$ cat src/rtl/sysconv_pkg.sv
package sysconv_pkg;
    localparam int SAMPLE_W = 5;
    localparam int COEF_W   = 6;
    localparam int SUM_W    = 12;
    localparam int PROD_W   = SAMPLE_W + COEF_W;

    typedef logic signed [SAMPLE_W-1:0] sample_t;
    typedef logic signed [COEF_W-1:0]   coef_t;
    typedef logic signed [SUM_W-1:0]    sum_t;
    typedef logic signed [PROD_W-1:0]   prod_t;

    typedef struct packed {
        sum_t  psum;
        coef_t coef;
    } cell_state_t;

    // One multiply-accumulate step; the product is dropped when en is low.
    function automatic sum_t mac_step(sum_t acc, sample_t x, coef_t c, logic en);
        prod_t p;
        p = x * c;
        return en ? sum_t'(acc + sum_t'(p)) : acc;
    endfunction
endpackage

$ cat src/rtl/sysconv_cell.sv
module sysconv_cell
    import sysconv_pkg::*;
(
    input  logic  clk,
    input  logic  rst,
    input  logic  step_en,
    input  logic  mac_en,
    input  logic  pipe_clr,
    input  logic  coef_ld,
    input  sample_t x,
    input  sum_t  psum_prev,
    input  coef_t coef_src,
    output sum_t  psum
);
    cell_state_t st;

    always_ff @(posedge clk) begin
        if (rst) begin
            st <= '0;
        end else begin
            if (pipe_clr)
                st.psum <= '0;
            else if (step_en)
                st.psum <= mac_step(psum_prev, x, st.coef, mac_en);
            if (coef_ld)
                st.coef <= coef_src;
        end
    end

    assign psum = st.psum;


    clr_zero_chk: assert property (@(posedge clk) disable iff (rst)
        pipe_clr |=> (psum == '0));

    hold_psum_chk: assert property (@(posedge clk) disable iff (rst)
        (!step_en && !pipe_clr) |=> $stable(psum));

    coef_hold_chk: assert property (@(posedge clk) disable iff (rst)
        !coef_ld |=> $stable(st.coef));
endmodule

$ cat src/rtl/sysconv_fill_ctr.sv
module sysconv_fill_ctr #(
    parameter int N = 4
) (
    input  logic clk,
    input  logic rst,
    input  logic step_en,
    input  logic mac_en,
    input  logic pipe_clr,
    output logic full
);
    localparam int CW = $clog2(N + 1);
    localparam logic [CW-1:0] LIMIT = CW'(N);

    logic [CW-1:0] cnt;

    always_ff @(posedge clk) begin
        if (rst || pipe_clr)
            cnt <= '0;
        else if (step_en) begin
            if (!mac_en)
                cnt <= '0;
            else if (cnt != LIMIT)
                cnt <= cnt + 1'b1;
        end
    end

    assign full = (cnt == LIMIT);


    cnt_range_chk: assert property (@(posedge clk) disable iff (rst)
        cnt <= LIMIT);

    full_rise_chk: assert property (@(posedge clk) disable iff (rst)
        $rose(full) |-> $past(step_en && mac_en && !pipe_clr));
endmodule

$ cat src/rtl/fir_systolic_array.sv
module fir_systolic_array
    import sysconv_pkg::*;
#(
    parameter int N = 4
) (
    input  logic                clk,
    input  logic                rst,
    input  logic                step_en,
    input  logic                mac_en,
    input  logic                pipe_clr,
    input  logic                coef_ld,
    input  logic [SAMPLE_W-1:0] x_in,
    input  logic [SUM_W-1:0]    k_in,
    output logic [SUM_W-1:0]    y_out,
    output logic                y_valid
);
    sum_t  chain [N+1];
    coef_t csrc  [N+1];

    assign chain[0] = mac_en ? sum_t'(0) : sum_t'(k_in);
    assign csrc[0]  = coef_t'(k_in[COEF_W-1:0]);

    for (genvar i = 1; i <= N; i++) begin : g_stage
        if (i == 1) begin : g_head
            assign csrc[i] = csrc[0];
        end else begin : g_body
            assign csrc[i] = chain[i-1][COEF_W-1:0];
        end

        sysconv_cell u_cell (
            .clk       (clk),
            .rst       (rst),
            .step_en   (step_en),
            .mac_en    (mac_en),
            .pipe_clr  (pipe_clr),
            .coef_ld   (coef_ld),
            .x         (sample_t'(x_in)),
            .psum_prev (chain[i-1]),
            .coef_src  (csrc[i]),
            .psum      (chain[i])
        );
    end

    sysconv_fill_ctr #(.N(N)) u_fill (
        .clk      (clk),
        .rst      (rst),
        .step_en  (step_en),
        .mac_en   (mac_en),
        .pipe_clr (pipe_clr),
        .full     (y_valid)
    );

    assign y_out = chain[N];


    shift_invalid_chk: assert property (@(posedge clk) disable iff (rst)
        (step_en && !mac_en) |=> !y_valid);

    clr_invalid_chk: assert property (@(posedge clk) disable iff (rst)
        pipe_clr |=> (!y_valid && y_out == '0));

    idle_valid_chk: assert property (@(posedge clk) disable iff (rst)
        (!step_en && !pipe_clr) |=> $stable(y_valid));
endmodule

$ cat config.mk
export PLATFORM = sky130hd
export DESIGN_NAME = fir_systolic_array
export DESIGN_NICKNAME = d
export VERILOG_FILES = /design/src/rtl/sysconv_pkg.sv /design/src/rtl/sysconv_cell.sv /design/src/rtl/sysconv_fill_ctr.sv /design/src/rtl/fir_systolic_array.sv
export SDC_FILE = /design/constraint.sdc
export NUM_CORES = 1
export LEC_CHECK = 0
export BUFFER_PORTS_ARGS = -buffer_cell sky130_fd_sc_hd__buf_2
export CAP_MARGIN = 30
export CORE_ASPECT_RATIO = 1.2
export CORE_MARGIN = 2
export CORE_UTILIZATION = 40
export DETAILED_ROUTE_END_ITERATION = 6
export PLACE_DENSITY_LB_ADDON = 0.3
export SLEW_MARGIN = 10
export SYNTH_ARGS = -nofsm -noshare
export SYNTH_HDL_FRONTEND = slang
export SYNTH_SLANG_ARGS = --single-unit
$ cat constraint.sdc
create_clock -name clk -period 10.3 [get_ports clk]
set_input_delay 2.06 -clock clk [delete_from_list [all_inputs] [get_ports clk]]
set_output_delay 2.06 -clock clk [all_outputs]
set_load 0.03 [all_outputs]
# == Word-level counts from Yosys, hierarchy flattened ==
# Index checks and enable logic that the tools add are counted.
# totals
rom_bits,0
memories,0
latch_bits,0
ramBits,0
in_bits,23
register_bits,75
# op_classes
n_lt_le_gt_ge,0
n_reduce_logical,3
div,0
eq_ne,3
add_sub_neg,5
n_bitwise,0
n_mul,4
shifts,0
n_mux,7
# ops
operator,n
2-to-1 mux 12 bit,5
adder 12 x 11 -> 12 bit,4
multiplier 5 x 6 -> 11 bit,4
2-to-1 mux 3 bit,2
adder 3 x 1 -> 3 bit (second input constant),1
== test 3 bit (second input constant),1
!= test 3 bit (second input constant),1
!= test 2 x 1 -> 1 bit (second input constant),1
AND reduction 2 bit,1
OR reduction 2 bit,1
logical OR 1 bit,1

# == Depth between registers and ports, before layout ==
# Gate-level depths: netlist of the first run.
# depth
depth_word,3
depth_mapped,16

# == Cells and area by module ==
# Synthesis of the first run repeated with hierarchy kept, for this count alone.
# hier_totals
hier_cells,1007
area_unflattened_um2,9540.4
# modules_own_cells
mod,instances,area_each_um2,cells_each
sysconv_cell (g_stage[1].u_cell ...),2,2308.5,243
sysconv_cell (g_stage[4].u_cell),1,2312.2,244
sysconv_cell (g_stage[3].u_cell),1,2303.5,243
sysconv_fill_ctr,1,181.4,21
fir_systolic_array,1,126.4,13

# == Worst setup path before layout of the first run ==
# OpenSTA, ideal clock, no wires.
# synth_timing
kind,input to register
startpoint,input x_in[4]
endpoint,register g_stage[1].u_cell.psum[11] (netlist name)
required_time_ns,10.230
path_slack_ns,4.222
setup_ns,0.070
t_arrival_ns,6.008
path_stages,14
path_buffers,1
path_cell_list,inv_1 clkbuf_1 fa_1 fa_1 inv_1 fa_1 fa_1 fa_1 a211oi_2 o21bai_1 a31oi_1 xnor2_1 mux2i_1 a21oi_1
# synth_via
elab_chain_len,3
# synth_lines
item,line_no,source
"start, declared",fir_systolic_array.sv:12,"input logic [SAMPLE_W-1:0] x_in,"
multiplier 5 x 6 -> 11 bit,sysconv_pkg.sv:20,p = x * c;
adder 12 x 11 -> 12 bit,sysconv_pkg.sv:21,return en ? sum_t'(acc + sum_t'(p)) : acc;
2-to-1 mux 12 bit,sysconv_pkg.sv:21,
# No other way between the ends.
# A chain may end at the register's enable or synchronous reset.

# == Final worst setup path of the first run ==
# layout_timing
startpoint,input x_in[1]
endpoint,register g_stage[1].u_cell.psum[11] (netlist name)
# layout_via
elab_chain_len,3
# layout_lines
item,line_no
multiplier 5 x 6 -> 11 bit,sysconv_pkg.sv:20
adder 12 x 11 -> 12 bit,sysconv_pkg.sv:21
2-to-1 mux 12 bit,sysconv_pkg.sv:21
# No other way between the ends.

==> results of run 1 <==
==> synth_stat cells, drive strengths merged, types with 8 or more instances <==
cell	n	area, um^2
o21a	8	60.06
fa	128	2562
a31oi	14	87.58
nor2	77	289.0
o21ai	39	195.2
buf	21	131.4
a211oi	36	285.3
inv	97	364.1
clkbuf	36	135.1
xor2	12	105.1
xnor2	34	297.8
o21bai	11	82.58
and2	68	425.4
nand2b	11	68.82
nand2	35	131.4
nor2b	8	50.05
dfxtp	75	1501
a21oi	34	170.2
a21o	11	82.58
ha	101	1264
mux2i	46	460.4
==> per-layer routing <==
layer,routed length (um),vias up
li1,-,3051
met1,8783,3141
met2,9817,79
met3,609,23
met4,273,0
met5,0,-
==> through the flow <==
step,total power (uW),instance area (um^2),instances,setup slack [ns],hold WS [ns]
detailed placement,727.0,9226,1186,3.830,0.4746
finish,1076,9553,1202,4.209,0.4792
global placement,720.6,9226,1186,3.940,0.4726
CTS,1089,9553,1202,4.194,0.4835
global route,1158,9553,1202,3.939,0.5002
floorplan,643.1,8945,930,4.222,0.4613
==> registers in the layout, summed over array words and instances (netlist names) <==
signal / count
g_stage.u_cell.psum: 48
u_fill.cnt: 3
g_stage.u_cell.st: 24
==> critical path: cells and delay by family <==
family	cells	cell delay [ns]
adder cells (fa/ha/maj)	5	2.56
AO/OA/AOI/OAI	4	0.74
buffers and inverters	2	0.54
AND/OR/NAND/NOR	1	0.16
XOR/XNOR	1	0.09
multiplexers	1	0.13
==> power by group through the flow <==
| stage | Combinational [uW] | Clock [uW] | Sequential (uW) |
|---|---|---|---|
| 2_1_floorplan | 326 | 0 | 317 |
| 4_1_cts | 408 | 365 | 316 |
| 6_report | 401 | 360 | 315 |
| 5_1_grt | 463 | 378 | 317 |
| 3_5_place_dp | 405 | 0 | 322 |
| 3_3_place_gp | 398 | 0 | 322 |
==> path summary, 6_finish.rpt <==
kind	start	endpoint	slack (ns)	cells past startpoint
worst max-delay path	x_in[1]	g_stage[1].u_cell.psum[11]$_SDFFE_PP0P_	4.21	14
worst min-delay path	g_stage[4].u_cell.psum[4]$_SDFFE_PP0P_	g_stage[4].u_cell.psum[4]$_SDFFE_PP0P_	0.48	2
worst max register to register	g_stage[1].u_cell.st[2]$_SDFFE_PP0P_	g_stage[1].u_cell.psum[11]$_SDFFE_PP0P_	5.98	13
worst min register to register	g_stage[4].u_cell.psum[4]$_SDFFE_PP0P_	g_stage[4].u_cell.psum[4]$_SDFFE_PP0P_	0.48	2
==> cells in the final DEF (no fill, tap or decap), drive strengths merged, types with 34 or more instances in the layout <==
master / count
fa: 128
ha: 101
inv: 98
nor2: 77
dfxtp: 75
and2: 68
mux2i: 46
buf: 39
o21ai: 39
a211oi: 36
nand2: 35
a21oi: 34
xnor2: 34
==> area by class of cell <==
cell class                      count  area share
Inverter                           97     0.03811
Timing Repair Buffer               39     0.02148
Multi-Input combinational cell    701      0.7132
Clock inverter                      6    0.009168
Tap cell                          274     0.03589
Sequential cell                    75      0.1572
Clock buffer                       10     0.02502
==> cells by family (layout without fill, tap and decap cells) <==
group | count (synthesis) | after routing
xor gates and xnor gates | 46 | 46
muxes | 46 | 46
adders and majority gates | 229 | 229
buffers and inverters | 154 | 152
and+or+nand+nor | 215 | 215
DFF | 75 | 75
AOI/OAI and AO/OA | 165 | 165
==> flow_metrics.env, run 1 <==
export IMPL_syn_area_per_cell_um2=9.618
export IMPL_grt_use_total=0.1810
export IMPL_cp_required_ns=10.51
export IMPL_met1_usage=0.2336
export IMPL_startpoint_type="input port"
export IMPL_ios=36
export IMPL_power_switching_uw=374.6
export IMPL_coreArea_mm2=0.02185
export IMPL_via_per_inst=5.236
export IMPL_drt_wl_total_um=19480
export IMPL_gp_congestion=0.7645
export IMPL_htreeDepth=3
export IMPL_leakagePower_uw=0.004732
export IMPL_ir_worst_vdd_mv=0.06227
export IMPL_drt_first_pass_iters=7
export IMPL_p_clk_frac=0.334
export IMPL_syn_nets=1182
export IMPL_grt_remaining_overflow=0
export IMPL_nets=1175
export IMPL_drv_slew=0
export IMPL_internal_power_uw=701.2
export IMPL_clockBufferDepth=2
export IMPL_path_cells="buf_2, nand2_1, fa_1, fa_1, inv_1, fa_1, fa_1, fa_1, a211oi_2, o21bai_1, a31oi_1, xnor2_1, mux2i_1, a21oi_1"
export IMPL_yosys_warnings=0
export IMPL_crit_arrival_ns=6.30
export IMPL_antenna_found_initial=0
export IMPL_clk_latency_ns=0.36
export IMPL_dieArea_mm2=0.02358
export IMPL_route_detailed_drc=0
export IMPL_synth_top_family_by_area="adder cells"
export IMPL_finClkSkew_ns=0.01268
export IMPL_fillers=2117
export IMPL_initial_utilization=0.4094
export IMPL_cts_tree="yes"
export IMPL_rows=59
export IMPL_grt_use_met2=0.3203
export IMPL_post_drt_wl_per_cell_um=16.21
export IMPL_final_setup_tns_ns=0
export IMPL_powerDensity_mw_per_mm2=112.6
export IMPL_synth_simple_gate_area_frac=0.1185
export IMPL_cts_sinks=75
export IMPL_synth_area_mm2=0.008945
export IMPL_area_delta_synth_final_pct=6.798
export IMPL_synthMuxAreaShare=0.05148
export IMPL_post_cts_resized=0
export IMPL_ys_types=40
export IMPL_crit_fanout=24
export IMPL_grt_max_degree=83
export IMPL_post_route_period_util=0.5913
export IMPL_status="complete, no violations"
export IMPL_hold_violations=0
export IMPL_insertedDiodeCount=0
export IMPL_slowest_delay_ns=0.54
export IMPL_fmax_mhz=164.2
export IMPL_cts_root_buf="clkbuf_16"
export IMPL_netlist_instances=930
export IMPL_portBuffers=35
export IMPL_postRouteAntennaNets=0
export IMPL_ys_ff_latch=75
export IMPL_cp_common_cell="fa_1"
export IMPL_post_cts_setup_buffers=0
export IMPL_slowest_stage="fa_1"
export IMPL_die_h_um=167.8
export IMPL_synthAdderAreaFrac=0.4278
export IMPL_holdBufCountCts=0
export IMPL_grt_pass1_vias=6743
export IMPL_cts_buffers=9
export IMPL_drt_iter0_markers=329
export IMPL_comb_power_share=0.373
export IMPL_cp_end_kind="flip-flop"
export IMPL_synth_xor_area_frac=0.04504
export IMPL_postLayoutCoreUtil=0.4372
export IMPL_finalSetupViolCount=0
export IMPL_multiInputGateArea_mm2=0.006813
export IMPL_die_w_um=140.5
export IMPL_rsz0062_at_grt="false"
export IMPL_ys_seq_area_frac=0.1679
export IMPL_dp_hpwl_um=14470
export IMPL_vias=6294
export IMPL_met3_usage=0.02702
export IMPL_pwr_share_seq=0.293
export IMPL_max_slew_margin=0.3912
export IMPL_clkTransAtPathRegs_ns=0.07
export IMPL_min_path_type="flip-flop to flip-flop"
export IMPL_synthFlopType="dfxtp_1"
export IMPL_worstSetupPathType="input port to flip-flop"
export IMPL_cap_violations=0
export IMPL_switching_share=0.3482
export IMPL_tightest_slew_ns=0.9132
export IMPL_drive_gt1_frac=0.06358
export IMPL_busiest_layer="met2"
export IMPL_synthArstFlopShare=0
export IMPL_period_minus_slack_ns=6.091
export IMPL_synth_edf_count=0
export IMPL_grt_pass1_wl_um=34050
export IMPL_seq_area_mm2=0.001501
export IMPL_synth_compound_area_frac=0.1189
Note: power is estimated with default switching activity, not from simulation.
==> run 2, diff against run 1 <==
Clock period 10.3 ns to 6.2 ns, I/O delays scaled along.
==> run 2 against run 1 <==
Effect of this change: sequential power grew 66%; non-clock buffer count grew 5; critical path depth is the same; via count grew 0.52%; die area is the same; combinational power grew 66%; clock power grew 44%; cell count grew 0.42%; core utilization is essentially flat; power grew 59%; design area is essentially flat; sequential cell count is the same; critical path type unchanged; critical endpoint is now g_stage[4].u_cell.psum[10]$_SDFFE_PP0P_; largest power group unchanged; highest routed layer unchanged.
==> flow_metrics.env, run 2 (synthesis gave the netlist of run 1 again) <==
export IMPL_status="complete, no violations"
export IMPL_tightest_slew_ns=0.9197
export IMPL_cap_violations=0
export IMPL_finalSetupViolCount=0
export IMPL_rsz0062_at_grt="false"
export IMPL_startpoint_type="input port"
export IMPL_dp_hpwl_um=14760
export IMPL_top_register="g_stage.u_cell.psum"
export IMPL_grt_pass1_vias=6973
export IMPL_crit_arrival_ns=5.45
export IMPL_timing_reg2reg_setup_slack_ns=1.91
export IMPL_dieArea_mm2=0.02358
export IMPL_fin_ws_ns=0.9943
export IMPL_clk_latency_ns=0.36
export IMPL_min_path_type="flip-flop to flip-flop"
export IMPL_min_from="g_stage[4].u_cell.psum[7]$_SDFFE_PP0P_"
export IMPL_grt_remaining_overflow=0
export IMPL_path_cells="buf_2, nand2_1, inv_1, fa_1, fa_1, fa_1, ha_1, ha_1, o21ai_0, o21bai_1, or4_1, o21ai_1, xor2_1, o21ai_1"
export IMPL_slowest_delay_ns=0.58
export IMPL_cts_sinks=75
export IMPL_postLayoutCoreUtil=0.4368
export IMPL_worstSetupPathType="input port to flip-flop"
export IMPL_antenna_found_initial=0
export IMPL_ios=36
export IMPL_whs_endpoint="g_stage[4].u_cell.psum[7]$_SDFFE_PP0P_"
export IMPL_drt_first_pass_iters=6
export IMPL_min_delay_path_depth=2
export IMPL_cts_buffers=9
export IMPL_place_area_mm2=0.009264
export IMPL_nets=1180
export IMPL_hold_violations=0
export IMPL_crit_fanout=25
export IMPL_dp_slack_ns=0.5876
export IMPL_reg2reg_from="g_stage[1].u_cell.st[2]$_SDFFE_PP0P_"
export IMPL_initial_utilization=0.4094
export IMPL_post_route_period_util=0.8396
export IMPL_final_setup_tns_ns=0
export IMPL_coreArea_mm2=0.02185
export IMPL_post_cts_setup_buffers=0
export IMPL_post_cts_resized=0
export IMPL_fillers=2157
export IMPL_gp_congestion=0.8424
export IMPL_drv_slew=0
export IMPL_cts_tree="yes"
export IMPL_cp_end_kind="flip-flop"
export IMPL_drt_wl_total_um=19600
export IMPL_post_drt_wl_per_cell_um=16.24
export IMPL_largest_register_ffs=48
export IMPL_htreeDepth=3
export IMPL_cp_required_ns=6.44
export IMPL_via_per_inst=5.242
export IMPL_route_detailed_drc=0
export IMPL_drive_gt1_frac=0.06752
export IMPL_clkTransAtPathRegs_ns=0.06
export IMPL_rows=59
export IMPL_dp_cells=1191
export IMPL_die_w_um=140.5
export IMPL_final_area_mm2=0.009544
export IMPL_worstReg2RegEnd="g_stage[1].u_cell.psum[11]$_SDFFE_PP0P_"
export IMPL_mostFrequentLayoutCells="128 x fa_1, 101 x ha_1, 97 x inv_1, 77 x nor2_1, 75 x dfxtp_1"
export IMPL_die_h_um=167.8
export IMPL_portBuffers=35
export IMPL_powerDensity_mw_per_mm2=179.0
export IMPL_grt_pass1_wl_um=34420
export IMPL_cts_root_buf="clkbuf_16"
export IMPL_postRouteAntennaNets=0
export IMPL_layout_cells_non_filler=1207
export IMPL_period_minus_slack_ns=5.206
export IMPL_area_delta_synth_final_pct=6.700
export IMPL_r2r_cells=13
export IMPL_fmax_mhz=192.1
export IMPL_ir_worst_vdd_mv=0.1112
export IMPL_mostFrequentLayoutCell="fa_1"
export IMPL_cp_common_cell="fa_1"
export IMPL_insertedDiodeCount=0
export IMPL_grt_use_total=0.1824
export IMPL_drt_iter0_markers=260
export IMPL_clockBufferDepth=2
export IMPL_vias=6327
export IMPL_grt_max_degree=83
export IMPL_finClkSkew_ns=0.009341
export IMPL_holdBufCountCts=0
export IMPL_reg_largest_list="g_stage.u_cell.psum x48, g_stage.u_cell.st x24, u_fill.cnt x3"
export IMPL_slowest_stage="fa_1"
export IMPL_max_slew_margin=0.3869
export IMPL_leakagePower_uw=0.004725
-- run 2: cell types whose count changed in the layout (fill, tap and decap cells not counted), sizes merged --
cell	change
bufinv	-2
clkinv	-1
buf	+5
clkinvlp	+2
clkbuf	+1
-- run 2: worst max-delay path by stage --
| stage | to | startpoint | slack (ns) | depth (start not counted) |
|---|---|---|---|---|
| 2_1_floorplan | g_stage[1].u_cell.psum[11]$_SDFFE_PP0P_ | x_in[4] | 0.94 | 14 |
| 3_3_place_gp | g_stage[1].u_cell.psum[11]$_SDFFE_PP0P_ | x_in[0] | 0.70 | 16 |
| 3_5_place_dp | g_stage[4].u_cell.psum[10]$_SDFFE_PP0P_ | x_in[0] | 0.59 | 14 |
| 4_1_cts | g_stage[4].u_cell.psum[10]$_SDFFE_PP0P_ | x_in[0] | 0.95 | 14 |
| 5_1_grt | g_stage[1].u_cell.psum[11]$_SDFFE_PP0P_ | x_in[0] | 0.62 | 14 |
| 6_report | g_stage[4].u_cell.psum[10]$_SDFFE_PP0P_ | x_in[0] | 0.99 | 14 |
-- run 2: area by class of cell --
type / count / area, um^2 / share of cell area
multi-input combinational: 701 / 6813 / 0.7138
sequential: 75 / 1501 / 0.1573
inverter: 97 / 364.1 / 0.03815
tap: 274 / 342.8 / 0.03592
clock buffer: 11 / 242.7 / 0.02543
timing repair buffer: 44 / 242.7 / 0.02543
clock inverter: 5 / 37.54 / 0.003933
-- run 2: critical path: cells and delay by family --
kind                     cells  cell delay [ns]
adder cells (fa/ha/maj)      5             2.09
AND/OR/NAND/NOR              2             0.73
buffers and inverters        2             0.67
AO/OA/AOI/OAI                4             0.52
XOR/XNOR                     1             0.18
-- run 2: stage by stage --
stage / hold slack (ns) / power, uW
3_3_place_gp: 0.4698 / 1199
2_1_floorplan: 0.4613 / 1068
5_1_grt: 0.4990 / 1844
6_report: 0.4795 / 1708
4_1_cts: 0.4826 / 1737
3_5_place_dp: 0.4736 / 1206
-- run 2: routing by layer --
| layer | wire [um] | global-route usage | vias up | part of all wire |
|---|---|---|---|---|
| met5 | 0 | 0 | - | 0 |
| met1 | 8448 | 0.2214 | 3193 | 0.43 |
| met4 | 311 | 0.05609 | 0 | 0.016 |
| li1 | - | - | 3051 | - |
| met2 | 10400 | 0.3408 | 64 | 0.53 |
| met3 | 446 | 0.01735 | 19 | 0.023 |
-- run 2: power by group --
| part | total, uW | internal (uW) | leakage (uW) | switching, uW |
|---|---|---|---|---|
| Clock | 520 | 284 | 0.000132 | 236 |
| Combinational | 665 | 300 | 0.00398 | 365 |
| Sequential | 524 | 502 | 0.000611 | 21.7 |
